[config.mk]
export PLATFORM = sky130hd
export DESIGN_NAME = can_tx_sched
export DESIGN_NICKNAME = d
export VERILOG_FILES = /design/src/rtl/can_txs_pkg.sv /design/src/rtl/txs_min_id_pick.sv /design/src/rtl/txs_fifo_age.sv /design/src/rtl/txs_req_state.sv /design/src/rtl/can_tx_sched.sv
export SDC_FILE = /design/constraint.sdc
export NUM_CORES = 2
export LEC_CHECK = 0
export ABC_AREA = 1
export BUFFER_PORTS_ARGS = -buffer_cell sky130_fd_sc_hd__buf_2
export CORE_ASPECT_RATIO = 0.8
export CORE_MARGIN = 3
export CORE_UTILIZATION = 50
export DETAILED_ROUTE_END_ITERATION = 6
export MAX_ROUTING_LAYER = met4
export PLACE_DENSITY = 0.73
export SLEW_MARGIN = 20
export SYNTH_ARGS = -nofsm -noshare
export SYNTH_HDL_FRONTEND = slang
export SYNTH_SLANG_ARGS = --single-unit
[constraint.sdc]
create_clock -name clk_i -period 169.4 [get_ports clk_i]
set_input_delay 16.94 -clock clk_i [delete_from_list [all_inputs] [get_ports clk_i]]
set_output_delay 16.94 -clock clk_i [all_outputs]
set_load 0.005 [all_outputs]
[src/rtl/can_txs_pkg.sv]
package can_txs_pkg;
  localparam int unsigned MAX_SLOTS = 32;
  typedef enum logic {
    MODE_FIFO  = 1'b0,
    MODE_QUEUE = 1'b1
  } txs_mode_e;
endpackage

[src/rtl/txs_min_id_pick.sv]
module txs_min_id_pick #(
  parameter int unsigned N_SLOTS = 32,
  parameter int unsigned ID_W    = 11,
  localparam int unsigned IDX_W  = $clog2(N_SLOTS)
) (
  input  logic [N_SLOTS-1:0]      cand_i,
  input  logic [N_SLOTS*ID_W-1:0] id_i,
  output logic                    valid_o,
  output logic [IDX_W-1:0]        idx_o
);
  logic [ID_W-1:0] best_id;

  // strict compare keeps the lower index on equal ids
  always_comb begin
    valid_o = 1'b0;
    idx_o   = '0;
    best_id = '0;
    for (int i = 0; i < int'(N_SLOTS); i++) begin
      if (cand_i[i] && (!valid_o || id_i[i*ID_W +: ID_W] < best_id)) begin
        valid_o = 1'b1;
        idx_o   = IDX_W'(i);
        best_id = id_i[i*ID_W +: ID_W];
      end
    end
  end
endmodule

[src/rtl/txs_fifo_age.sv]
module txs_fifo_age #(
  parameter int unsigned N_SLOTS = 32
) (
  input  logic               clk_i,
  input  logic               rst_ni,
  input  logic [N_SLOTS-1:0] new_i,
  input  logic [N_SLOTS-1:0] live_i,
  output logic [N_SLOTS-1:0] head_o
);
  // older_q[i][j]: slot j was added before slot i
  logic [N_SLOTS-1:0] older_q [N_SLOTS];

  always_ff @(posedge clk_i or negedge rst_ni) begin
    if (!rst_ni) begin
      for (int i = 0; i < int'(N_SLOTS); i++) older_q[i] <= '0;
    end else begin
      for (int i = 0; i < int'(N_SLOTS); i++) begin
        for (int j = 0; j < int'(N_SLOTS); j++) begin
          if (new_i[i])      older_q[i][j] <= live_i[j] | (new_i[j] && (j < i));
          else if (new_i[j]) older_q[i][j] <= 1'b0;
        end
      end
    end
  end

  for (genvar g = 0; g < N_SLOTS; g++) begin : g_head
    logic [N_SLOTS-1:0] self_n;
    assign self_n    = ~(N_SLOTS'(1) << g);
    assign head_o[g] = live_i[g] & ~|(older_q[g] & live_i & self_n);
  end
endmodule

[src/rtl/txs_req_state.sv]
module txs_req_state #(
  parameter int unsigned N_SLOTS = 32
) (
  input  logic               clk_i,
  input  logic               rst_ni,
  input  logic [N_SLOTS-1:0] add_i,
  input  logic [N_SLOTS-1:0] done_i,
  output logic [N_SLOTS-1:0] new_o,
  output logic [N_SLOTS-1:0] pending_o,
  output logic [N_SLOTS-1:0] occurred_o
);
  assign new_o = add_i & ~pending_o;

  always_ff @(posedge clk_i or negedge rst_ni) begin
    if (!rst_ni) begin
      pending_o  <= '0;
      occurred_o <= '0;
    end else begin
      pending_o  <= (pending_o & ~done_i) | new_o;
      occurred_o <= (occurred_o | done_i) & ~new_o;
    end
  end
endmodule

[src/rtl/can_tx_sched.sv]
module can_tx_sched
  import can_txs_pkg::*;
#(
  parameter int unsigned N_SLOTS = MAX_SLOTS,
  parameter int unsigned ID_W    = 11,
  localparam int unsigned IDX_W  = $clog2(N_SLOTS),
  localparam int unsigned CNT_W  = $clog2(N_SLOTS + 1)
) (
  input  logic                    clk_i,
  input  logic                    rst_ni,
  input  logic [N_SLOTS-1:0]      add_req_i,
  input  logic [CNT_W-1:0]        ded_count_i,
  input  logic                    queue_mode_i,
  input  logic [N_SLOTS*ID_W-1:0] slot_id_i,
  input  logic [N_SLOTS-1:0]      irq_mask_i,
  input  logic                    eng_busy_i,
  input  logic                    tx_done_i,
  output logic [IDX_W-1:0]        sel_idx_o,
  output logic                    sel_valid_o,
  output logic [N_SLOTS-1:0]      pending_o,
  output logic [N_SLOTS-1:0]      occurred_o,
  output logic                    irq_o
);
  txs_mode_e          mode;
  logic [N_SLOTS-1:0] ded_mask, done_vec, new_vec, pool;
  logic [N_SLOTS-1:0] q_onehot, f_head, cand, final_set;
  logic               q_valid, live_valid, hold_q, irq_q;
  logic [IDX_W-1:0]   q_idx, live_idx, held_q;

  assign mode = txs_mode_e'(queue_mode_i);

  for (genvar g = 0; g < N_SLOTS; g++) begin : g_ded
    assign ded_mask[g] = CNT_W'(g) < ded_count_i;
  end

  assign done_vec = (tx_done_i && sel_valid_o) ? (N_SLOTS'(1) << sel_idx_o) : '0;

  txs_req_state #(.N_SLOTS(N_SLOTS)) u_state (
    .clk_i      (clk_i),
    .rst_ni     (rst_ni),
    .add_i      (add_req_i),
    .done_i     (done_vec),
    .new_o      (new_vec),
    .pending_o  (pending_o),
    .occurred_o (occurred_o)
  );

  assign pool = pending_o & ~ded_mask;

  txs_min_id_pick #(.N_SLOTS(N_SLOTS), .ID_W(ID_W)) u_queue_pick (
    .cand_i  (pool),
    .id_i    (slot_id_i),
    .valid_o (q_valid),
    .idx_o   (q_idx)
  );
  assign q_onehot = q_valid ? (N_SLOTS'(1) << q_idx) : '0;

  txs_fifo_age #(.N_SLOTS(N_SLOTS)) u_age (
    .clk_i  (clk_i),
    .rst_ni (rst_ni),
    .new_i  (new_vec),
    .live_i (pool),
    .head_o (f_head)
  );

  assign cand      = (mode == MODE_QUEUE) ? q_onehot : f_head;
  assign final_set = (pending_o & ded_mask) | cand;

  txs_min_id_pick #(.N_SLOTS(N_SLOTS), .ID_W(ID_W)) u_final_pick (
    .cand_i  (final_set),
    .id_i    (slot_id_i),
    .valid_o (live_valid),
    .idx_o   (live_idx)
  );

  // freeze the offer while the engine owns it
  always_ff @(posedge clk_i or negedge rst_ni) begin
    if (!rst_ni) begin
      hold_q <= 1'b0;
      held_q <= '0;
      irq_q  <= 1'b0;
    end else begin
      hold_q <= eng_busy_i & ~tx_done_i & sel_valid_o;
      held_q <= sel_idx_o;
      irq_q  <= |(done_vec & irq_mask_i);
    end
  end

  assign sel_valid_o = hold_q | live_valid;
  assign sel_idx_o   = hold_q ? held_q : live_idx;
  assign irq_o       = irq_q;
endmodule

==> results.toml <==
[final_layout]
fin_nets = 10600
drive_above_1_share_pct = 13.2
area_growth_pct = 9.04
postLayoutCellArea_um2 = 79400

[route]
first_pass_iters = 7
drc_errors = 10
num_vias = 76300
wl_um = 329000
drt_iter0_drc = 12100
ant_nets = 0
detail_route.vias_per_cell = 6.55
routedWlPerCell_um = 28.3

[setup_path]
cp_data_arrival_time_ns = 118.49
critPathMaxFanout = 34
cp_slowest_cell = "o21ai_0"
r2r_setup_slack_ns = 67.35
cp_common_cell = "nand2_2"
worst_setup_path_end_kind = "primary output"
cp.required_ns = 152.46
slowest_delay_ns = 0.58
reg2regPathDepth = 662
cp-start-kind = "input pin"
path_class = "input pin to primary output"

[global_routing]
grt_max_degree = 184
grt-ovfl-total = 0
grt_pass1_wl_um = 470000
grtUsageMet1_pct = 55.7
grt_busiest_layer = "met2"
grt_pass1_vias = 69700
use_met2_pct = 56.9
grt_use_total_pct = 43.4
met3_usage_pct = 18.0
antenna_found_initial = 44

[sta]
relSlewSlack_pct = 9.02
worst_pin_slew_ns = 1.36
clock_skew_ns = 0.0375
worst_slack_ns = 33.98
setup_viol = 0
max_freq_mhz = 7.38
rsz0062_at_grt = "false"
slew_violations = 0
finalCriticalPeriod_ns = 135.43
fin_setup_tns_ns = 0
hold_viol = 0
post-route-period-util_pct = 79.9

[cts]
cts_buffers = 100
cts_max_path_buffers = 3
cts-resized-gates = 0
cts_tree = "yes"
cts_setup_buffers = 0
cts_root_buf = "clkbuf_16"
clkTransAtPathRegs_ns = 0.06
hold_buffers = 0
worstSkewPairLatency_ns = 0.71
cts-htree-levels = 3
clock_sinks = 1063

[floorplanning]
die_y_um = 347
pin_count = 498
start_util_pct = 50.6
row_count = 124
core_area_um2 = 144000
fp.dieW_um = 433
dieArea_um2 = 150000

[synthesis]
syn_avg_cell_area_um2 = 7.70
syn-instance-count = 9460
synthFlopType = "dfrtp_1"
synth_largest_area_cell = "dfrtp_1"
ys_ff_latch = 1063
synth_area_um2 = 72800
synth.area.top_cells = "dfrtp_1, ha_1, o21ai_0"
syn_nets = 10500
synth_top_area_share_pct = 36.5
synth-edff-count = 0
async_reset_ff_share_pct = 100
netlist_top_cells_count = "nand2_1, o21ai_0, dfrtp_1"
yosysMostFrequentCell = "nand2_1"
synth_cell_types = 79
ys_warn_count = 0
yosysSeqAreaShare_pct = 36.5

[placed_design]
place_ws_ns = 36.75
place_area_um2 = 75800
portBuffers = 497
gp_congestion = 1.05
dp.final_hpwl_um = 234000

[min_path]
hold_depth = 2
min_path_type = "register to register"

[run_status]
status = "finished, violations left"
violations = "design-rule violations"

[job]
drv_cap = 0
path summary, 6_finish.rpt:
check / endpoint / startpoint
min reg2reg: u_state.pending_o[24] / u_state.pending_o[24]
min: u_state.pending_o[24] / u_state.pending_o[24]
max reg2reg: irq_o / u_state.pending_o[0]
max in group asynchronous: held_q[3] / rst_ni
max: sel_idx_o[3] / ded_count_i[5]
min in group asynchronous: u_age.older_q[932] / rst_ni
logic make-up (layout without fill, tap and decap cells):
kind of cell	after synthesis	after routing	synth area share (%)
flops	1063	1063	36.5
compound gates	2564	2564	20.5
buf+inv	1614	1870	10.1
fa+ha+maj	573	573	9.84
other cells	0	49	0
simple gates	3646	3646	23.0
flip-flops by register name, indices dropped and copies added, names as in the netlist:
| signal | flops |
|---|---|
| held_q | 5 |
| hold_q | 1 |
| irq_o | 1 |
| u_age.older_q | 992 |
| u_state.occurred_o | 32 |
| u_state.pending_o | 32 |
stage by stage:
stage / hold slack [ns] / std cells / utilization, %
after floorplan: 0.476 / 9460 / -
after global placement: 0.476 / 11400 / 52.7
after detailed placement: 0.485 / 11400 / 52.7
after CTS: 0.501 / 11600 / 55.1
after global routing: 0.531 / 11600 / 55.2
final: 0.509 / 11700 / 55.2
worst max-delay path: cells and delay by family:
kind            cells  cell delay (ns)
compound gates    142            36.48
fa+ha+maj          62            19.36
buf+inv            38             3.35
simple gates      419            42.01
per-layer routing:
layer | routed length, µm | vias to the layer above
li1 | - | 33100
met1 | 124000 | 35900
met2 | 129000 | 5947
met3 | 53500 | 1343
met4 | 22800 | 0
met5 | 0 | -
cell usage in the layout, fill, tap and decap left out, types with 104 or more instances in the layout:
master and n:
nand4_1 175, nand2_1 1802, o22ai_1 446, o21ai_0 1383, ha_1 573, a21oi_1 281
buf_2 496, nor2_1 251, buf_4 185, nand3_1 1007, dfrtp_1 1063, clkbuf_16 104
nand2_2 186, inv_1 969
area by class of cell:
type | count | area [µm²]
antenna | 49 | 123
clock buffer | 153 | 3110
clock inverter | 24 | 226
fill | 13600 | 64400
inverter | 1005 | 3830
multi-input combinational | 6783 | 39200
sequential | 1063 | 26600
tap | 1890 | 2360
timing repair buffer | 688 | 4000
Power is not shown: default switching activity piles up to over one toggle a cycle in this logic, so the estimate is an artifact.
